<file path="src/rtl/swp_pkg.sv">
package swp_pkg;

  // Run phase of the partitioner
  typedef enum logic [1:0] {
    PH_IDLE  = 2'd0,
    PH_SCAN  = 2'd1,
    PH_FLUSH = 2'd2,
    PH_FIN   = 2'd3
  } swp_phase_e;

endpackage

</file>
<file path="src/rtl/swp_bit_feeder.sv">
// Holds the exponent left-aligned and yields one bit per take, MSB first.
module swp_bit_feeder #(
  parameter int EXP_W = 32,
  parameter int LENW  = 6
) (
  input  logic             clk,
  input  logic             rst_n,
  input  logic             load,
  input  logic             take,
  input  logic [EXP_W-1:0] exp_in,
  input  logic [LENW-1:0]  exp_len,
  output logic             bit_out,
  output logic             empty
);

  logic [EXP_W-1:0] sh_q;
  logic [LENW-1:0]  rem_q;
  logic [LENW-1:0]  len_c;
  logic [LENW-1:0]  pad;

  always_comb begin
    len_c = (32'(exp_len) > EXP_W) ? LENW'(EXP_W) : exp_len;
    pad   = LENW'(EXP_W) - len_c;
  end

  always_ff @(posedge clk or negedge rst_n) begin
    if (!rst_n) begin
      sh_q  <= '0;
      rem_q <= '0;
    end else if (load) begin
      sh_q  <= exp_in << pad;
      rem_q <= len_c;
    end else if (take && (rem_q != '0)) begin
      sh_q  <= sh_q << 1;
      rem_q <= rem_q - LENW'(1);
    end
  end

  assign bit_out = sh_q[EXP_W-1];
  assign empty   = (rem_q == '0);

endmodule

</file>
<file path="src/rtl/swp_window_core.sv">
// Two-mode window builder: zero-run mode and nonzero-group mode.
module swp_window_core #(
  parameter int KMAX = 8,
  parameter int LENW = 6,
  parameter int CNTW = 4,
  parameter int QW   = 3
) (
  input  logic            clk,
  input  logic            rst_n,
  input  logic            clear,
  input  logic            scan_step,
  input  logic            flush_step,
  input  logic            bit_in,
  input  logic [CNTW-1:0] k_lim,
  input  logic [QW-1:0]   q_lim,
  output logic            emit,
  output logic [KMAX-1:0] emit_val,
  output logic [LENW-1:0] emit_len,
  output logic            emit_nz,
  output logic            drained,
  output logic            seen_one
);

  logic            nz_q, nz_d;
  logic            seen_q, seen_d;
  logic [KMAX-1:0] val_q, val_d;
  logic [CNTW-1:0] len_q, len_d;
  logic [CNTW-1:0] tz_q, tz_d;
  logic [LENW-1:0] zc_q, zc_d;

  logic [KMAX-1:0] cat_val;
  logic [CNTW-1:0] cat_len;
  logic [CNTW-1:0] cat_tz;
  logic            close;

  always_comb begin
    cat_val = {val_q[KMAX-2:0], bit_in};
    cat_len = len_q + CNTW'(1);
    cat_tz  = bit_in ? '0 : (tz_q + CNTW'(1));
    close   = (32'(cat_tz) == 32'(q_lim)) || (cat_len == k_lim);
  end

  always_comb begin
    nz_d     = nz_q;
    seen_d   = seen_q;
    val_d    = val_q;
    len_d    = len_q;
    tz_d     = tz_q;
    zc_d     = zc_q;
    emit     = 1'b0;
    emit_val = '0;
    emit_len = '0;
    emit_nz  = 1'b0;
    drained  = 1'b0;
    if (clear) begin
      nz_d   = 1'b0;
      seen_d = 1'b0;
      val_d  = '0;
      len_d  = '0;
      tz_d   = '0;
      zc_d   = '0;
    end else if (scan_step) begin
      if (!nz_q) begin
        if (bit_in) begin
          if (zc_q != '0) begin
            emit     = 1'b1;
            emit_len = zc_q;
          end
          nz_d   = 1'b1;
          seen_d = 1'b1;
          val_d  = KMAX'(1);
          len_d  = CNTW'(1);
          tz_d   = '0;
          zc_d   = '0;
        end else if (seen_q) begin
          zc_d = zc_q + LENW'(1);
        end
      end else if (len_q == '0) begin
        // nonzero mode with no open group (after a k-limit close ending in 1)
        if (bit_in) begin
          val_d = KMAX'(1);
          len_d = CNTW'(1);
          tz_d  = '0;
        end else begin
          nz_d = 1'b0;
          zc_d = LENW'(1);
        end
      end else if (close) begin
        emit     = 1'b1;
        emit_nz  = 1'b1;
        emit_val = cat_val >> cat_tz;
        emit_len = LENW'(cat_len - cat_tz);
        val_d    = '0;
        len_d    = '0;
        tz_d     = '0;
        if (cat_tz != '0) begin
          nz_d = 1'b0;
          zc_d = LENW'(cat_tz);
        end
      end else begin
        val_d = cat_val;
        len_d = cat_len;
        tz_d  = cat_tz;
      end
    end else if (flush_step) begin
      if (nz_q && (len_q != '0)) begin
        emit     = 1'b1;
        emit_nz  = 1'b1;
        emit_val = val_q >> tz_q;
        emit_len = LENW'(len_q - tz_q);
        nz_d     = 1'b0;
        zc_d     = LENW'(tz_q);
        val_d    = '0;
        len_d    = '0;
        tz_d     = '0;
      end else if (zc_q != '0) begin
        emit     = 1'b1;
        emit_len = zc_q;
        zc_d     = '0;
      end else begin
        drained = 1'b1;
      end
    end
  end

  always_ff @(posedge clk or negedge rst_n) begin
    if (!rst_n) begin
      nz_q   <= 1'b0;
      seen_q <= 1'b0;
      val_q  <= '0;
      len_q  <= '0;
      tz_q   <= '0;
      zc_q   <= '0;
    end else begin
      nz_q   <= nz_d;
      seen_q <= seen_d;
      val_q  <= val_d;
      len_q  <= len_d;
      tz_q   <= tz_d;
      zc_q   <= zc_d;
    end
  end

  assign seen_one = seen_q;

endmodule

</file>
<file path="src/rtl/swp_out_slot.sv">
// Single output register of the window stream.
module swp_out_slot #(
  parameter int KMAX = 8,
  parameter int LENW = 6
) (
  input  logic            clk,
  input  logic            rst_n,
  input  logic            load,
  input  logic [KMAX-1:0] in_val,
  input  logic [LENW-1:0] in_len,
  input  logic            in_nz,
  input  logic            ready,
  output logic            valid,
  output logic [KMAX-1:0] val,
  output logic [LENW-1:0] len,
  output logic            nz
);

  always_ff @(posedge clk or negedge rst_n) begin
    if (!rst_n) begin
      valid <= 1'b0;
      val   <= '0;
      len   <= '0;
      nz    <= 1'b0;
    end else if (load) begin
      valid <= 1'b1;
      val   <= in_val;
      len   <= in_len;
      nz    <= in_nz;
    end else if (ready) begin
      valid <= 1'b0;
    end
  end

endmodule

</file>
<file path="src/rtl/swp_partitioner.sv">
module swp_partitioner
  import swp_pkg::*;
#(
  parameter  int EXP_W = 32,
  parameter  int KMAX  = 8,
  parameter  int QMAX  = 5,
  localparam int LENW  = $clog2(EXP_W + 1),
  localparam int CNTW  = $clog2(KMAX + 1),
  localparam int QW    = $clog2(QMAX + 1)
) (
  input  logic             clk,
  input  logic             rst_n,
  input  logic             start,
  input  logic [EXP_W-1:0] exp_in,
  input  logic [LENW-1:0]  exp_len,
  input  logic [CNTW-1:0]  k_cfg,
  input  logic [QW-1:0]    q_cfg,
  output logic             busy,
  output logic             win_valid,
  input  logic             win_ready,
  output logic [KMAX-1:0]  win_value,
  output logic [LENW-1:0]  win_len,
  output logic             win_nz,
  output logic             done,
  output logic             all_zero
);

  swp_phase_e      phase_q;
  logic [CNTW-1:0] k_q;
  logic [QW-1:0]   q_q;
  logic [CNTW-1:0] k_c;
  logic [QW-1:0]   q_c;
  logic            done_q;
  logic            allz_q;

  logic            adv;
  logic            start_ok;
  logic            scan_step;
  logic            flush_step;
  logic            feed_bit;
  logic            feed_empty;
  logic            c_emit;
  logic [KMAX-1:0] c_val;
  logic [LENW-1:0] c_len;
  logic            c_nz;
  logic            c_drained;
  logic            c_seen;

  always_comb begin
    if (k_cfg < CNTW'(2))         k_c = CNTW'(2);
    else if (k_cfg > CNTW'(KMAX)) k_c = CNTW'(KMAX);
    else                          k_c = k_cfg;
    if (q_cfg == '0)              q_c = QW'(1);
    else if (q_cfg > QW'(QMAX))   q_c = QW'(QMAX);
    else                          q_c = q_cfg;
  end

  assign adv        = !win_valid || win_ready;
  assign start_ok   = start && (phase_q == PH_IDLE);
  assign scan_step  = (phase_q == PH_SCAN) && adv && !feed_empty;
  assign flush_step = (phase_q == PH_FLUSH) && adv;

  swp_bit_feeder #(.EXP_W(EXP_W), .LENW(LENW)) u_feed (
    .clk     (clk),
    .rst_n   (rst_n),
    .load    (start_ok),
    .take    (scan_step),
    .exp_in  (exp_in),
    .exp_len (exp_len),
    .bit_out (feed_bit),
    .empty   (feed_empty)
  );

  swp_window_core #(.KMAX(KMAX), .LENW(LENW), .CNTW(CNTW), .QW(QW)) u_core (
    .clk        (clk),
    .rst_n      (rst_n),
    .clear      (start_ok),
    .scan_step  (scan_step),
    .flush_step (flush_step),
    .bit_in     (feed_bit),
    .k_lim      (k_q),
    .q_lim      (q_q),
    .emit       (c_emit),
    .emit_val   (c_val),
    .emit_len   (c_len),
    .emit_nz    (c_nz),
    .drained    (c_drained),
    .seen_one   (c_seen)
  );

  swp_out_slot #(.KMAX(KMAX), .LENW(LENW)) u_slot (
    .clk    (clk),
    .rst_n  (rst_n),
    .load   (c_emit),
    .in_val (c_val),
    .in_len (c_len),
    .in_nz  (c_nz),
    .ready  (win_ready),
    .valid  (win_valid),
    .val    (win_value),
    .len    (win_len),
    .nz     (win_nz)
  );

  always_ff @(posedge clk or negedge rst_n) begin
    if (!rst_n) begin
      phase_q <= PH_IDLE;
      k_q     <= CNTW'(2);
      q_q     <= QW'(1);
      done_q  <= 1'b0;
      allz_q  <= 1'b0;
    end else begin
      done_q <= 1'b0;
      unique case (phase_q)
        PH_IDLE: if (start_ok) begin
          phase_q <= PH_SCAN;
          k_q     <= k_c;
          q_q     <= q_c;
          allz_q  <= 1'b0;
        end
        PH_SCAN:  if (feed_empty) phase_q <= PH_FLUSH;
        PH_FLUSH: if (flush_step && c_drained) phase_q <= PH_FIN;
        PH_FIN: if (!win_valid) begin
          phase_q <= PH_IDLE;
          done_q  <= 1'b1;
          allz_q  <= !c_seen;
        end
        default: phase_q <= PH_IDLE;
      endcase
    end
  end

  assign busy     = (phase_q != PH_IDLE);
  assign done     = done_q;
  assign all_zero = allz_q;

endmodule

</file>
<file path="config.mk">
export PLATFORM = sky130hd
export DESIGN_NAME = swp_partitioner
export DESIGN_NICKNAME = d
export VERILOG_FILES = /design/src/rtl/swp_pkg.sv /design/src/rtl/swp_bit_feeder.sv /design/src/rtl/swp_window_core.sv /design/src/rtl/swp_out_slot.sv /design/src/rtl/swp_partitioner.sv
export SDC_FILE = /design/constraint.sdc
export NUM_CORES = 1
export LEC_CHECK = 0
export BUFFER_PORTS_ARGS = -buffer_cell sky130_fd_sc_hd__buf_2
export CORE_ASPECT_RATIO = 0.9
export CORE_UTILIZATION = 56
export DETAILED_ROUTE_END_ITERATION = 6
export PLACE_DENSITY = 0.79
export SYNTH_ARGS = -nofsm -noshare
export SYNTH_HDL_FRONTEND = slang
export SYNTH_HIERARCHICAL = 1
export SYNTH_SLANG_ARGS = --single-unit
</file>
<file path="constraint.sdc">
create_clock -name clk -period 2.7 [get_ports clk]
set_input_delay 0.405 -clock clk [delete_from_list [all_inputs] [get_ports clk]]
set_output_delay 0.405 -clock clk [all_outputs]
set_load 0.03 [all_outputs]
</file>
==> impl_results.md <==
- Drt drc: 0
- CP endpoint kind: flip-flop
- WS Path Type: flip-flop to flip-flop
- Cell Area, Synth: 7740 um^2
- Power Density: 894 nW/um^2
- Min Tclk post-route: 2.67 ns
- # IOs: 68
- Routed len/inst: 20.0 um
- Placed insts: 1102
- Port bufs: 67
- Core Footprint: 13400 um^2
- Crit share post-route: 99.0%
- FMAX: 0.374 GHz
- Layout cells sized above 1: 29.5%
- DRT iter0 DRCs: 1006
- Synthesis-stage register bit count: 89
- Core Rows: 40
- Status: finished, final reports clean
- Max-cap violations: 0
- Fin util: 68.2%
- ANT cells: 0
- Worst-case vdd ir drop: 0.509 mV
- Most used cell, CP: nand2b_4
- Hold Crit Class: primary input to async pin
- RSZ-0062 raised after global routing: yes
- Routed Antenna Nets: 0
- Vias in the first global route: 6948
- Largest net degree at the start of global routing: 50
- Met3 Usage GRT: 6.43%
- Die area: 14300 um^2
- CP required: 2.92 ns
- Fin nets: 1021
- Routability cong.: 0.961
- Critical Path AT: 2.89 ns
- Commonest cells after routing, fill and taps aside: buf_4, dfrtp_1, nand2_1
- Area Overhead vs Synth: 18.2%
- TritonCTS sink count: 89
- CP startpoint kind: flip-flop
- Post-synth EDFFs: 0
- Clock Latency Late Sink: 0.34 ns
- Busiest layer in global routing: met1
- CTS Buf Count: 9
- DRT Wirelength: 22400 um
- Yosys warns: 6
- DP HPWL: 16200 um
- Commonest non-fill, non-tap cell in the layout: buf_4
- Pre-antenna DRT Iters: 6
- Worst path buffer plus inverter count: 3
- Post-Syn Area per Cell: 9.26 um^2
- Static leakage: 4.06 nW
- Least-Margin Pin Slew: 0.872 ns
- Met1 usage: 47.8%
- First-pass GRT wire length: 36300 um
- Synth unique cells: 86
- Setup_tns: 0 ns
- Critical-path cell list: inv_1, ha_1, nand2b_1, nor4_2, nand2b_4, nor2b_4, buf_6, nand2b_4, or3_4, o221ai_4, bufbuf_16, mux2_4
- Met2 global-route usage: 47.4%
- Overall global routing resource usage: 32.2%
- CTS Root Cell: clkbuf_16
- Ys flop type: dfrtp_1
- CP max stage cell: dfrtp_1
- Slowest stage delay, CP: 0.37 ns
- Pins Over Slew Limit: 0
- Final hold vios: 0
- Clock transition at path regs: 0.06 ns
- Mapped Cells: 836
- Slew headroom: 41.7%
- Initial Util: 57.7%
- Syn_nets: 908
- Vias per cell: 6.56
- CTS Hold Bufs: 0
- Vias: 7364
- Setup violations, final: 0
- Chip height: 114 um
- Seq/Total Area, Yosys: 28.8%
- CTS Buffer Depth: 2
- Worst path top cell family by delay: simple AND/OR/NAND/NOR gates
- CTS tree: done
- Max FO, Critical Path: 8
- Grt ovf: 0
- Initial antenna violation count: 0
- CTS H-Tree Depth: 3
- Final Non-Filler Cells: 1122
- Async SR Flop Fraction: 100%
- Die Width: 126 um
- Setup Skew: 0.0106 ns
==> cell families after synthesis <==
group	count (synthesis)	share of synthesized area (%)
buffers and inverters	99	6.72
AOI/OAI and AO/OA	229	20.7
xor gates and xnor gates	24	3.35
and+or+nand+nor	250	15.3
muxes	122	21.2
adders and majority gates	23	3.91
DFF	89	28.8
==> state kept, by name (all words and copies together), names as in the netlist <==
register	count
u_core/seen_one	1
u_slot/nz	1
u_core/val_q	8
u_feed/rem_q	6
u_core/tz_q	4
u_slot/val	8
u_slot/valid	1
phase_q	2
u_core/zc_q	6
u_core/len_q	4
u_feed/sh_q	32
done	1
u_core/nz_q	1
k_q	4
u_slot/len	6
all_zero	1
q_q	3
==> worst register-to-register path: stages (launching register included) <==
cell,delay [ns]
dfrtp_1,0.37
inv_1,0.07
ha_1,0.18
nand2b_1,0.11
nor4_2,0.06
nand2b_4,0.16
nor2b_4,0.13
buf_6,0.13
nand2b_4,0.08
or3_4,0.37
o221ai_4,0.25
bufbuf_16,0.33
mux2_4,0.31
==> where the power goes <==
| group | internal [mW] | total [mW] | switching, mW |
|---|---|---|---|
| registers | 1.80 | 2.19 | 0.383 |
| clock network | 0.739 | 1.25 | 0.512 |
| logic | 2.17 | 4.75 | 2.58 |
==> through the flow <==
stage	total power, mW	hold WS (ns)	instance area [um^2]	setup WS, ns
6_report	8.18	0.0938	9150	0.0259
3_3_place_gp	6.55	0.471	8740	-0.0671
5_1_grt	8.68	0.149	9150	-0.0452
4_1_cts	8.02	0.117	9100	-0.00788
3_5_place_dp	6.63	0.480	8740	-0.111
2_1_floorplan	5.28	0.109	7800	-0.289
==> synthesized netlist by cell type, drive strengths merged (5+ instances only) <==
| cell type | n | share of area, % |
|---|---|---|
| nand3 | 29 | 1.9 |
| nand2 | 81 | 4.0 |
| o21ai | 45 | 2.9 |
| o32ai | 6 | 0.68 |
| o221ai | 10 | 1.1 |
| a21o | 9 | 0.89 |
| mux4 | 26 | 7.7 |
| nor2b | 11 | 0.89 |
| buf | 38 | 3.8 |
| and2 | 5 | 0.40 |
| nor2 | 69 | 3.4 |
| o32a | 5 | 0.66 |
| a31oi | 11 | 0.89 |
| nor3b | 5 | 0.48 |
| a21oi | 42 | 2.8 |
| clkbuf | 24 | 1.2 |
| mux2 | 37 | 5.9 |
| o22ai | 21 | 1.7 |
| a32oi | 8 | 0.91 |
| dfrtp | 87 | 28 |
| nor4 | 5 | 0.48 |
| xor2 | 12 | 1.6 |
| o22a | 5 | 0.57 |
| nand2b | 12 | 0.97 |
| a211oi | 9 | 0.94 |
| mux2i | 59 | 7.6 |
| o211ai | 6 | 0.65 |
| inv | 36 | 1.7 |
| a22o | 11 | 1.2 |
| ha | 21 | 3.4 |
| xnor2 | 11 | 1.5 |
| nor3 | 19 | 1.2 |
| o21a | 12 | 1.2 |
==> layout make-up <==
class                           instances  area [um^2]
Multi-Input combinational cell        648         5110
Sequential cell                        89         2230
Clock inverter                          4         45.0
Inverter                               37          144
Tap cell                              168          210
Timing Repair Buffer                  164         1160
Clock buffer                           12          246
Fill cell                            1060         4260
==> layer usage <==
metal | wire length, um | part of all wire, %
met5 | 0 | 0
met4 | 480 | 2.1
met3 | 2510 | 11
met2 | 9590 | 43
met1 | 9830 | 44
==> timing repair <==
| action | CTS | global route |
|---|---|---|
| resized for setup | 5 | 12 |
| endpoints found under the setup margin | 27 | 20 |
| gates cloned | 1 | 0 |
| pin swaps | 1 | 3 |
| setup buffers | 2 | 2 |
==> worst paths after layout <==
path	from	end	slack, ns	cells after the start
hold / removal	rst_n	u_feed/rem_q[3]	0.09	1
setup / recovery	u_feed/rem_q[1]	u_slot/val[4]	0.03	12
min in group clk	k_cfg[3]	k_q[1]	0.26	2
hold reg to reg	u_feed/sh_q[2]	u_feed/sh_q[2]	0.49	1
max in group asynchronous	rst_n	q_q[0]	1.88	2
setup reg to reg	u_feed/rem_q[1]	u_slot/val[4]	0.03	12
Power figures use the tool's default switching activity.
